===== src/rtl/mm_pkg.sv =====
package mm_pkg;

    // Loader phases: which operand store the next accepted word goes to.
    typedef enum logic [1:0] {
        LD_FILL_A,
        LD_FILL_B,
        LD_FULL
    } ld_state_t;

    // Source sequencer: idle or issuing one operand pair per cycle.
    typedef enum logic {
        SRC_IDLE,
        SRC_STREAM
    } src_state_t;

    // Result writer: waiting for a run or collecting dot products.
    typedef enum logic {
        WB_IDLE,
        WB_RUN
    } wb_state_t;

    // Run controller seen by software through the status register.
    typedef enum logic [1:0] {
        CTL_IDLE,
        CTL_RUN,
        CTL_DONE
    } ctl_state_t;

    // Tag travelling with each operand pair down the pipe.
    typedef struct packed {
        logic valid;
        logic first;
        logic last;
    } term_tag_t;

endpackage


===== src/rtl/mm_load_ctrl.sv =====
module mm_load_ctrl
    import mm_pkg::*;
#(
    parameter int N_LOG = 2,
    parameter int DW    = 16
) (
    input  logic                 clk,
    input  logic                 rst,
    input  logic                 ld_valid,
    input  logic [DW-1:0]        ld_data,
    input  logic                 reload,
    output logic                 ld_ready,
    output logic                 wr_a,
    output logic                 wr_b,
    output logic [2*N_LOG-1:0]   wr_addr,
    output logic [DW-1:0]        wr_data,
    output logic                 full
);
    localparam int AW = 2 * N_LOG;

    ld_state_t       state, state_nx;
    logic [AW-1:0]   idx;
    logic            fire;
    logic            idx_last;

    assign fire     = ld_valid && ld_ready;
    assign idx_last = (idx == '1);

    // Phase transitions.
    always_comb begin
        state_nx = state;
        unique case (state)
            LD_FILL_A: if (fire && idx_last) state_nx = LD_FILL_B;
            LD_FILL_B: if (fire && idx_last) state_nx = LD_FULL;
            LD_FULL:   if (reload)           state_nx = LD_FILL_A;
            default:                         state_nx = LD_FILL_A;
        endcase
    end

    // State register and word index (wraps at N*N between phases).
    always_ff @(posedge clk) begin
        if (rst) begin
            state <= LD_FILL_A;
            idx   <= '0;
        end else begin
            state <= state_nx;
            if (reload)    idx <= '0;
            else if (fire) idx <= idx + 1'b1;
        end
    end

    // Outputs decoded from the phase.
    always_comb begin
        ld_ready = 1'b0;
        wr_a     = 1'b0;
        wr_b     = 1'b0;
        full     = 1'b0;
        unique case (state)
            LD_FILL_A: begin ld_ready = 1'b1; wr_a = ld_valid; end
            LD_FILL_B: begin ld_ready = 1'b1; wr_b = ld_valid; end
            LD_FULL:   full = 1'b1;
            default:   ;
        endcase
    end

    assign wr_addr = idx;
    assign wr_data = ld_data;

    // entering the full phase happens exactly on an index wrap.
    p_full_at_wrap_r1: assert property (@(posedge clk) disable iff (rst)
        $rose(full) |-> (idx == '0));

endmodule


===== src/rtl/mm_src_seq.sv =====
module mm_src_seq
    import mm_pkg::*;
#(
    parameter int N_LOG = 2
) (
    input  logic                 clk,
    input  logic                 rst,
    input  logic                 start,
    output logic [2*N_LOG-1:0]   a_addr,
    output logic [2*N_LOG-1:0]   b_addr,
    output term_tag_t            tag
);
    localparam int CW = 3 * N_LOG;

    src_state_t      state, state_nx;
    logic [CW-1:0]   cnt;
    logic [N_LOG-1:0] ri, cj, kk;

    // Counter fields: row i (high), column j, term k (low).
    assign ri = cnt[3*N_LOG-1:2*N_LOG];
    assign cj = cnt[2*N_LOG-1:N_LOG];
    assign kk = cnt[N_LOG-1:0];

    always_comb begin
        state_nx = state;
        unique case (state)
            SRC_IDLE:   if (start)      state_nx = SRC_STREAM;
            SRC_STREAM: if (cnt == '1)  state_nx = SRC_IDLE;
            default:                    state_nx = SRC_IDLE;
        endcase
    end

    always_ff @(posedge clk) begin
        if (rst) begin
            state <= SRC_IDLE;
            cnt   <= '0;
        end else begin
            state <= state_nx;
            if (state == SRC_STREAM) cnt <= cnt + 1'b1;
            else                     cnt <= '0;
        end
    end

    // A[i][k] sits at i*N+k, B[k][j] at k*N+j.
    always_comb begin
        a_addr    = {ri, kk};
        b_addr    = {kk, cj};
        tag       = '0;
        unique case (state)
            SRC_STREAM: begin
                tag.valid = 1'b1;
                tag.first = (kk == '0);
                tag.last  = (kk == '1);
            end
            default: ;
        endcase
    end

    // every term after the first of an element follows an issued term.
    p_no_bubble_r4: assert property (@(posedge clk) disable iff (rst)
        (tag.valid && !tag.first) |-> $past(tag.valid));

endmodule


===== src/rtl/mm_mac.sv =====
module mm_mac
    import mm_pkg::*;
#(
    parameter int N_LOG = 2,
    parameter int DW    = 16
) (
    input  logic                       clk,
    input  logic                       rst,
    input  logic [DW-1:0]              op_a,
    input  logic [DW-1:0]              op_b,
    input  term_tag_t                  tag,
    output logic                       res_valid,
    output logic [2*DW+N_LOG-1:0]      res_data
);
    localparam int PW    = 2 * DW;
    localparam int ACC_W = PW + N_LOG;

    logic [PW-1:0]    prod;
    logic [ACC_W-1:0] acc;
    logic [ACC_W-1:0] sum;

    // The first term restarts the sum, so elements run back to back.
    always_comb begin
        prod = op_a * op_b;
        sum  = (tag.first ? '0 : acc) + ACC_W'(prod);
    end

    always_ff @(posedge clk) begin
        if (rst) begin
            acc       <= '0;
            res_valid <= 1'b0;
            res_data  <= '0;
        end else begin
            res_valid <= tag.valid && tag.last;
            if (tag.valid) acc <= sum;
            if (tag.valid && tag.last) res_data <= sum;
        end
    end

    // the accumulator never wraps.
    p_no_overflow_r3: assert property (@(posedge clk) disable iff (rst)
        tag.valid |-> (sum >= ACC_W'(prod)));

    // with N > 1 finished sums are at least N cycles apart.
    generate
        if (N_LOG > 0) begin : g_spacing
            p_result_spacing_r4: assert property (@(posedge clk) disable iff (rst)
                res_valid |=> !res_valid);
        end
    endgenerate

endmodule


===== src/rtl/mm_res_wb.sv =====
module mm_res_wb
    import mm_pkg::*;
#(
    parameter int N_LOG = 2
) (
    input  logic                 clk,
    input  logic                 rst,
    input  logic                 start,
    input  logic                 in_valid,
    output logic                 wr_en,
    output logic [2*N_LOG-1:0]   wr_addr,
    output logic                 final_wr
);
    localparam int AW = 2 * N_LOG;

    wb_state_t     state, state_nx;
    logic [AW-1:0] idx;

    always_comb begin
        state_nx = state;
        unique case (state)
            WB_IDLE: if (start)                  state_nx = WB_RUN;
            WB_RUN:  if (in_valid && idx == '1)  state_nx = WB_IDLE;
            default:                             state_nx = WB_IDLE;
        endcase
    end

    always_ff @(posedge clk) begin
        if (rst) begin
            state <= WB_IDLE;
            idx   <= '0;
        end else begin
            state <= state_nx;
            if (state == WB_IDLE)  idx <= '0;
            else if (in_valid)     idx <= idx + 1'b1;
        end
    end

    always_comb begin
        wr_en    = 1'b0;
        final_wr = 1'b0;
        unique case (state)
            WB_RUN: begin
                wr_en    = in_valid;
                final_wr = in_valid && (idx == '1);
            end
            default: ;
        endcase
    end

    assign wr_addr = idx;

    // sums only arrive while the writer is collecting a run.
    p_sum_while_running_r3: assert property (@(posedge clk) disable iff (rst)
        in_valid |-> (state == WB_RUN));

endmodule


===== src/rtl/mmul_engine.sv =====
module mmul_engine
    import mm_pkg::*;
#(
    parameter int N_LOG = 2,
    parameter int DW    = 16,
    parameter int CSR_W = 8
) (
    input  logic                       clk,
    input  logic                       rst,
    input  logic                       ld_valid,
    output logic                       ld_ready,
    input  logic [DW-1:0]              ld_data,
    input  logic                       csr_wr,
    input  logic                       csr_rd,
    input  logic                       csr_addr,
    input  logic                       csr_wbit,
    output logic [CSR_W-1:0]           csr_rdata,
    input  logic [2*N_LOG-1:0]         res_rd_addr,
    output logic [2*DW+N_LOG-1:0]      res_rd_data
);
    localparam int AW    = 2 * N_LOG;
    localparam int ELEMS = 1 << AW;
    localparam int ACC_W = 2 * DW + N_LOG;

    // ---------------- loader ----------------
    logic          wr_a, wr_b, loaded, final_wr;
    logic [AW-1:0] ld_addr;
    logic [DW-1:0] ld_wdata;

    mm_load_ctrl #(.N_LOG(N_LOG), .DW(DW)) u_load (
        .clk      (clk),
        .rst      (rst),
        .ld_valid (ld_valid),
        .ld_data  (ld_data),
        .reload   (final_wr),
        .ld_ready (ld_ready),
        .wr_a     (wr_a),
        .wr_b     (wr_b),
        .wr_addr  (ld_addr),
        .wr_data  (ld_wdata),
        .full     (loaded)
    );

    logic [DW-1:0]    mem_a [ELEMS];
    logic [DW-1:0]    mem_b [ELEMS];
    logic [ACC_W-1:0] mem_r [ELEMS];

    always_ff @(posedge clk) begin
        if (wr_a) mem_a[ld_addr] <= ld_wdata;
        if (wr_b) mem_b[ld_addr] <= ld_wdata;
    end

    // ---------------- run control ----------------
    ctl_state_t ctl_state, ctl_nx;
    logic       start_req, start_go;
    logic       st_done, st_busy;

    assign start_req = csr_wr && (csr_addr == 1'b0) && csr_wbit;
    assign start_go  = start_req && loaded && (ctl_state != CTL_RUN);

    always_comb begin
        ctl_nx = ctl_state;
        unique case (ctl_state)
            CTL_IDLE: if (start_go) ctl_nx = CTL_RUN;
            CTL_RUN:  if (final_wr) ctl_nx = CTL_DONE;
            CTL_DONE: if (start_go) ctl_nx = CTL_RUN;
            default:                ctl_nx = CTL_IDLE;
        endcase
    end

    always_ff @(posedge clk) begin
        if (rst) ctl_state <= CTL_IDLE;
        else     ctl_state <= ctl_nx;
    end

    always_comb begin
        st_done = 1'b0;
        st_busy = 1'b0;
        unique case (ctl_state)
            CTL_RUN:  st_busy = 1'b1;
            CTL_DONE: st_done = 1'b1;
            default:  ;
        endcase
    end

    // Registered CSR read.
    always_ff @(posedge clk) begin
        if (rst) begin
            csr_rdata <= '0;
        end else if (csr_rd) begin
            csr_rdata <= '0;
            if (csr_addr) begin
                csr_rdata[0] <= st_done;
                csr_rdata[1] <= st_busy;
                csr_rdata[2] <= loaded;
            end
        end
    end

    // ---------------- source side ----------------
    logic [AW-1:0] a_addr, b_addr;
    term_tag_t     src_tag, tag_q;
    logic [DW-1:0] a_q, b_q;

    mm_src_seq #(.N_LOG(N_LOG)) u_src (
        .clk    (clk),
        .rst    (rst),
        .start  (start_go),
        .a_addr (a_addr),
        .b_addr (b_addr),
        .tag    (src_tag)
    );

    always_ff @(posedge clk) begin
        a_q <= mem_a[a_addr];
        b_q <= mem_b[b_addr];
        if (rst) tag_q <= '0;
        else     tag_q <= src_tag;
    end

    logic             mac_valid;
    logic [ACC_W-1:0] mac_data;

    mm_mac #(.N_LOG(N_LOG), .DW(DW)) u_mac (
        .clk       (clk),
        .rst       (rst),
        .op_a      (a_q),
        .op_b      (b_q),
        .tag       (tag_q),
        .res_valid (mac_valid),
        .res_data  (mac_data)
    );

    // ---------------- result side ----------------
    logic          res_we;
    logic [AW-1:0] res_waddr;

    mm_res_wb #(.N_LOG(N_LOG)) u_wb (
        .clk      (clk),
        .rst      (rst),
        .start    (start_go),
        .in_valid (mac_valid),
        .wr_en    (res_we),
        .wr_addr  (res_waddr),
        .final_wr (final_wr)
    );

    always_ff @(posedge clk) begin
        if (res_we) mem_r[res_waddr] <= mac_data;
        res_rd_data <= mem_r[res_rd_addr];
    end

    // the loader holds its input closed for the whole run.
    p_load_closed_busy_r1: assert property (@(posedge clk) disable iff (rst)
        st_busy |-> !ld_ready);

    // completion only ever follows an active run.
    p_done_after_run_r6: assert property (@(posedge clk) disable iff (rst)
        $rose(st_done) |-> $past(st_busy));

    // a start during a run does not disturb it.
    p_start_ignored_busy_r7: assert property (@(posedge clk) disable iff (rst)
        (st_busy && start_req && !final_wr) |=> st_busy);

    // a run begins only with both matrices present.
    p_start_needs_load_r2: assert property (@(posedge clk) disable iff (rst)
        $rose(st_busy) |-> $past(loaded));

endmodule


===== config.mk =====
export PLATFORM = sky130hd
export DESIGN_NAME = mmul_engine
export DESIGN_NICKNAME = d
export VERILOG_FILES = /design/src/rtl/mm_pkg.sv /design/src/rtl/mm_load_ctrl.sv /design/src/rtl/mm_src_seq.sv /design/src/rtl/mm_mac.sv /design/src/rtl/mm_res_wb.sv /design/src/rtl/mmul_engine.sv
export SDC_FILE = /design/constraint.sdc
export NUM_CORES = 2
export LEC_CHECK = 0
export ABC_AREA = 1
export ABC_CLOCK_PERIOD_IN_PS = 7250
export BUFFER_PORTS_ARGS = -buffer_cell sky130_fd_sc_hd__clkbuf_2
export CORE_MARGIN = 5
export CORE_UTILIZATION = 63
export CTS_BUF_LIST = sky130_fd_sc_hd__clkbuf_16
export DETAILED_ROUTE_END_ITERATION = 6
export GPL_ROUTABILITY_DRIVEN = 0
export PLACE_DENSITY = 0.8
export SLEW_MARGIN = 40
export SYNTH_ARGS = -nofsm -noshare
export SYNTH_HDL_FRONTEND = slang
export SYNTH_SLANG_ARGS = --single-unit

===== constraint.sdc =====
create_clock -name clk -period 7.25 [get_ports clk]
set_input_delay 1.8125 -clock clk [delete_from_list [all_inputs] [get_ports clk]]
set_output_delay 1.8125 -clock clk [all_outputs]
set_load 0.02 [all_outputs]

==> results.txt <==
Max cap viols: 0
Syn_area_per_cell: 11.48 um2
Vias in the first global route: 36685
Die height: 310.8 um
Detailed-route DRC error count: 0
Endpoints failing hold: 0
Crit Path Category: reg -> reg
First-pass GRT wire length: 206900 um
Final #Nets: 5308
Synth cell types: 40
Number of synthesized flops with an enable pin: 1056
DP Area: 0.05840 mm2
Ys async rst share: 0%
Port Buffers: 64
Mapped Cells: 4966
Synthesis-stage register bit count: 1217
Setup crit start kind: flop
DR pass1 iterations: 6
Worst-Margin Slew: 0.8776 ns
Mapped Area: 0.05701 mm2
Required time worst endpoint: 7.83 ns
Final Power: 0.01767 W
Period Utilization, post-route: 83.87%
Die area: 0.09661 mm2
Synth warn: 0
TritonCTS clock tree: done
Via count: 37182
Fmax: 164.5 MHz
Pre-CTS setup slack: 1.394 ns
Post-CTS Setup Inserts: 0
Hold Path Class: reg -> reg
VDD IR max: 0.3326 mV
Pin count of the biggest net entering global routing: 108
Core area: 0.08987 mm2
Post-route setup TNS: 0 ns
Post-CTS Resized: 0
Clock Path Buffers: 3
RSZ-0062 raised after global routing: false
DR iter-0 viols: 4611
Detailed placement HPWL: 78850 um
CP max FO: 16
Site row count: 110
Crit. End Element: flop
Synth-to-Final Area Change: 8.774%
Final Worst Setup Slack: 1.169 ns
Slew headroom: 41.49%
Register area share after synthesis: 61.27%
Vias per std cell: 5.983
Pwr/cell area: 285.0 mW/mm2
Clk Latency, worst-skew pair: 0.73 ns
Die width: 310.8 um
Skew final: 0.04970 ns
Leakage Power: 25.00 nW
Routed Antenna Nets: 0
Fill count: 6030
Hold-fix buffers, CTS: 0
Cell area after layout: 0.06201 mm2
Share of cells above drive strength 1: 6.648%
Clk sinks: 1217
Clock root buffer: clkbuf_16
Drt wl/cell: 21.39 um
Initial antenna violation count: 0
Pins Over Slew Limit: 0
Synth Flop Type: edfxtp_1
CTS H-tree lvls: 3
Final WL: 132900 um
Initial Util: 63.44%
Minimum clock period: 6.081 ns
Total GRT Usage: 27.30%
CP Data Arrival Time: 6.66 ns
Outcome: finished, final reports clean
IO Pins: 70
Clock buffer count from CTS: 113
Reg clk slew, reported paths: 0.06 ns
Ant diodes: 0
Grt ovf: 0
Final setup violation count: 0
==> area by class of cell <==
class	count	area, um2	share of cell area, %
clock inverters	101	740.7	1.194
flip-flops and latches	1217	34940	56.35
multi-input cells	2684	18080	29.16
inverters	786	2962	4.776
clock buffers	114	2853	4.600
well taps	1176	1471	2.373
repair buffers	137	963.4	1.554
==> cells in the mapped netlist, drive strengths merged (13+ instances only) <==
cell type | number | share of area (%)
mux2i | 136 | 2.4
a221oi | 32 | 0.49
a21oi | 188 | 1.7
edfxtp | 1056 | 56
dfxtp | 161 | 5.7
clkbuf | 191 | 1.3
a22oi | 32 | 0.42
o22ai | 39 | 0.43
nor2 | 393 | 2.6
o21ai | 451 | 4.0
nand3 | 183 | 1.6
ha | 116 | 2.5
fa | 226 | 7.9
buf | 92 | 0.97
o221ai | 25 | 0.38
o211ai | 148 | 1.9
inv | 779 | 5.1
nand2 | 660 | 4.3
nor3 | 13 | 0.11
==> sequential cells by signal, summed over array words and instances (netlist names), 4 cells and up <==
name and cells:
u_load.wr_addr 4, u_mac.res_data 34, b_q 16, u_mac.acc 34, mem_a 256, a_q 16, res_rd_data 34, mem_r 544
u_wb.wr_addr 4, u_src.cnt 6, mem_b 256
==> logic make-up after synthesis <==
logic type,Yosys count,share of synthesized area (%)
other cells,1,0.006578
buf+inv,1069,7.405
xor+xnor,15,0.2304
compound gates,928,9.450
mux,136,2.388
simple gates,1258,8.765
fa+ha+maj,342,10.48
flops,1217,61.27
==> per-stage QoR <==
| step | util, % | hold WS, ns | cells |
|---|---|---|---|
| final | 69.00 | 0.4501 | 6215 |
| after global routing | 69.00 | 0.4612 | 6215 |
| after CTS | 68.97 | 0.4506 | 6214 |
| after detailed placement | 64.98 | 0.4404 | 5999 |
| after global placement | 64.85 | 0.4341 | 5992 |
| after floorplan | - | 0.4196 | 4970 |
==> per-layer routing <==
metal	wire [um]	track usage, %	share of wire [%]
met4	4006	9.099	3.0
met2	64370	45.02	48
met1	50960	37.43	38
met3	13590	4.935	10
met5	0	0	0
==> worst paths after layout <==
check         startpoint  cells past startpoint             to  slack, ns
max               a_q[8]                     20  u_mac.acc[26]       1.17
min          u_src.state                      1    u_src.state       0.45
max reg2reg       a_q[8]                     20  u_mac.acc[26]       1.17
min reg2reg  u_src.state                      1    u_src.state       0.45
==> report_power, final <==
| group | switching [W] | internal [W] | leakage [nW] |
|---|---|---|---|
| Sequential | 0.0000480 | 0.00759 | 10.4 |
| Combinational | 0.00290 | 0.00143 | 12.8 |
| Clock | 0.00258 | 0.00312 | 1.86 |
==> critical path: stages (launching register included) <==
cell and delay [ns]:
dfxtp_1 0.85, nand2_1 0.18, fa_1 0.57, inv_1 0.06
fa_1 0.53, fa_1 0.62, fa_1 0.45, fa_1 0.49
inv_1 0.05, fa_1 0.47, inv_1 0.04, ha_1 0.36
nand2_1 0.13, nor2_1 0.34, inv_1 0.08, o21bai_1 0.29
nand2_1 0.11, nand4_1 0.11, nand3_1 0.08, nand2_1 0.07
inv_1 0.03
==> cells in the final DEF (no fill, tap or decap), drive strengths merged, types with 25 or more instances in the layout <==
master	instances
edfxtp	1056
inv	809
nand2	660
o21ai	451
nor2	393
fa	226
a21oi	188
nand3	183
clkbuf	175
dfxtp	161
o211ai	148
mux2i	136
ha	116
buf	76
clkinv	67
o22ai	39
a221oi	32
a22oi	32
o221ai	25
Power figures use the tool's default switching activity.
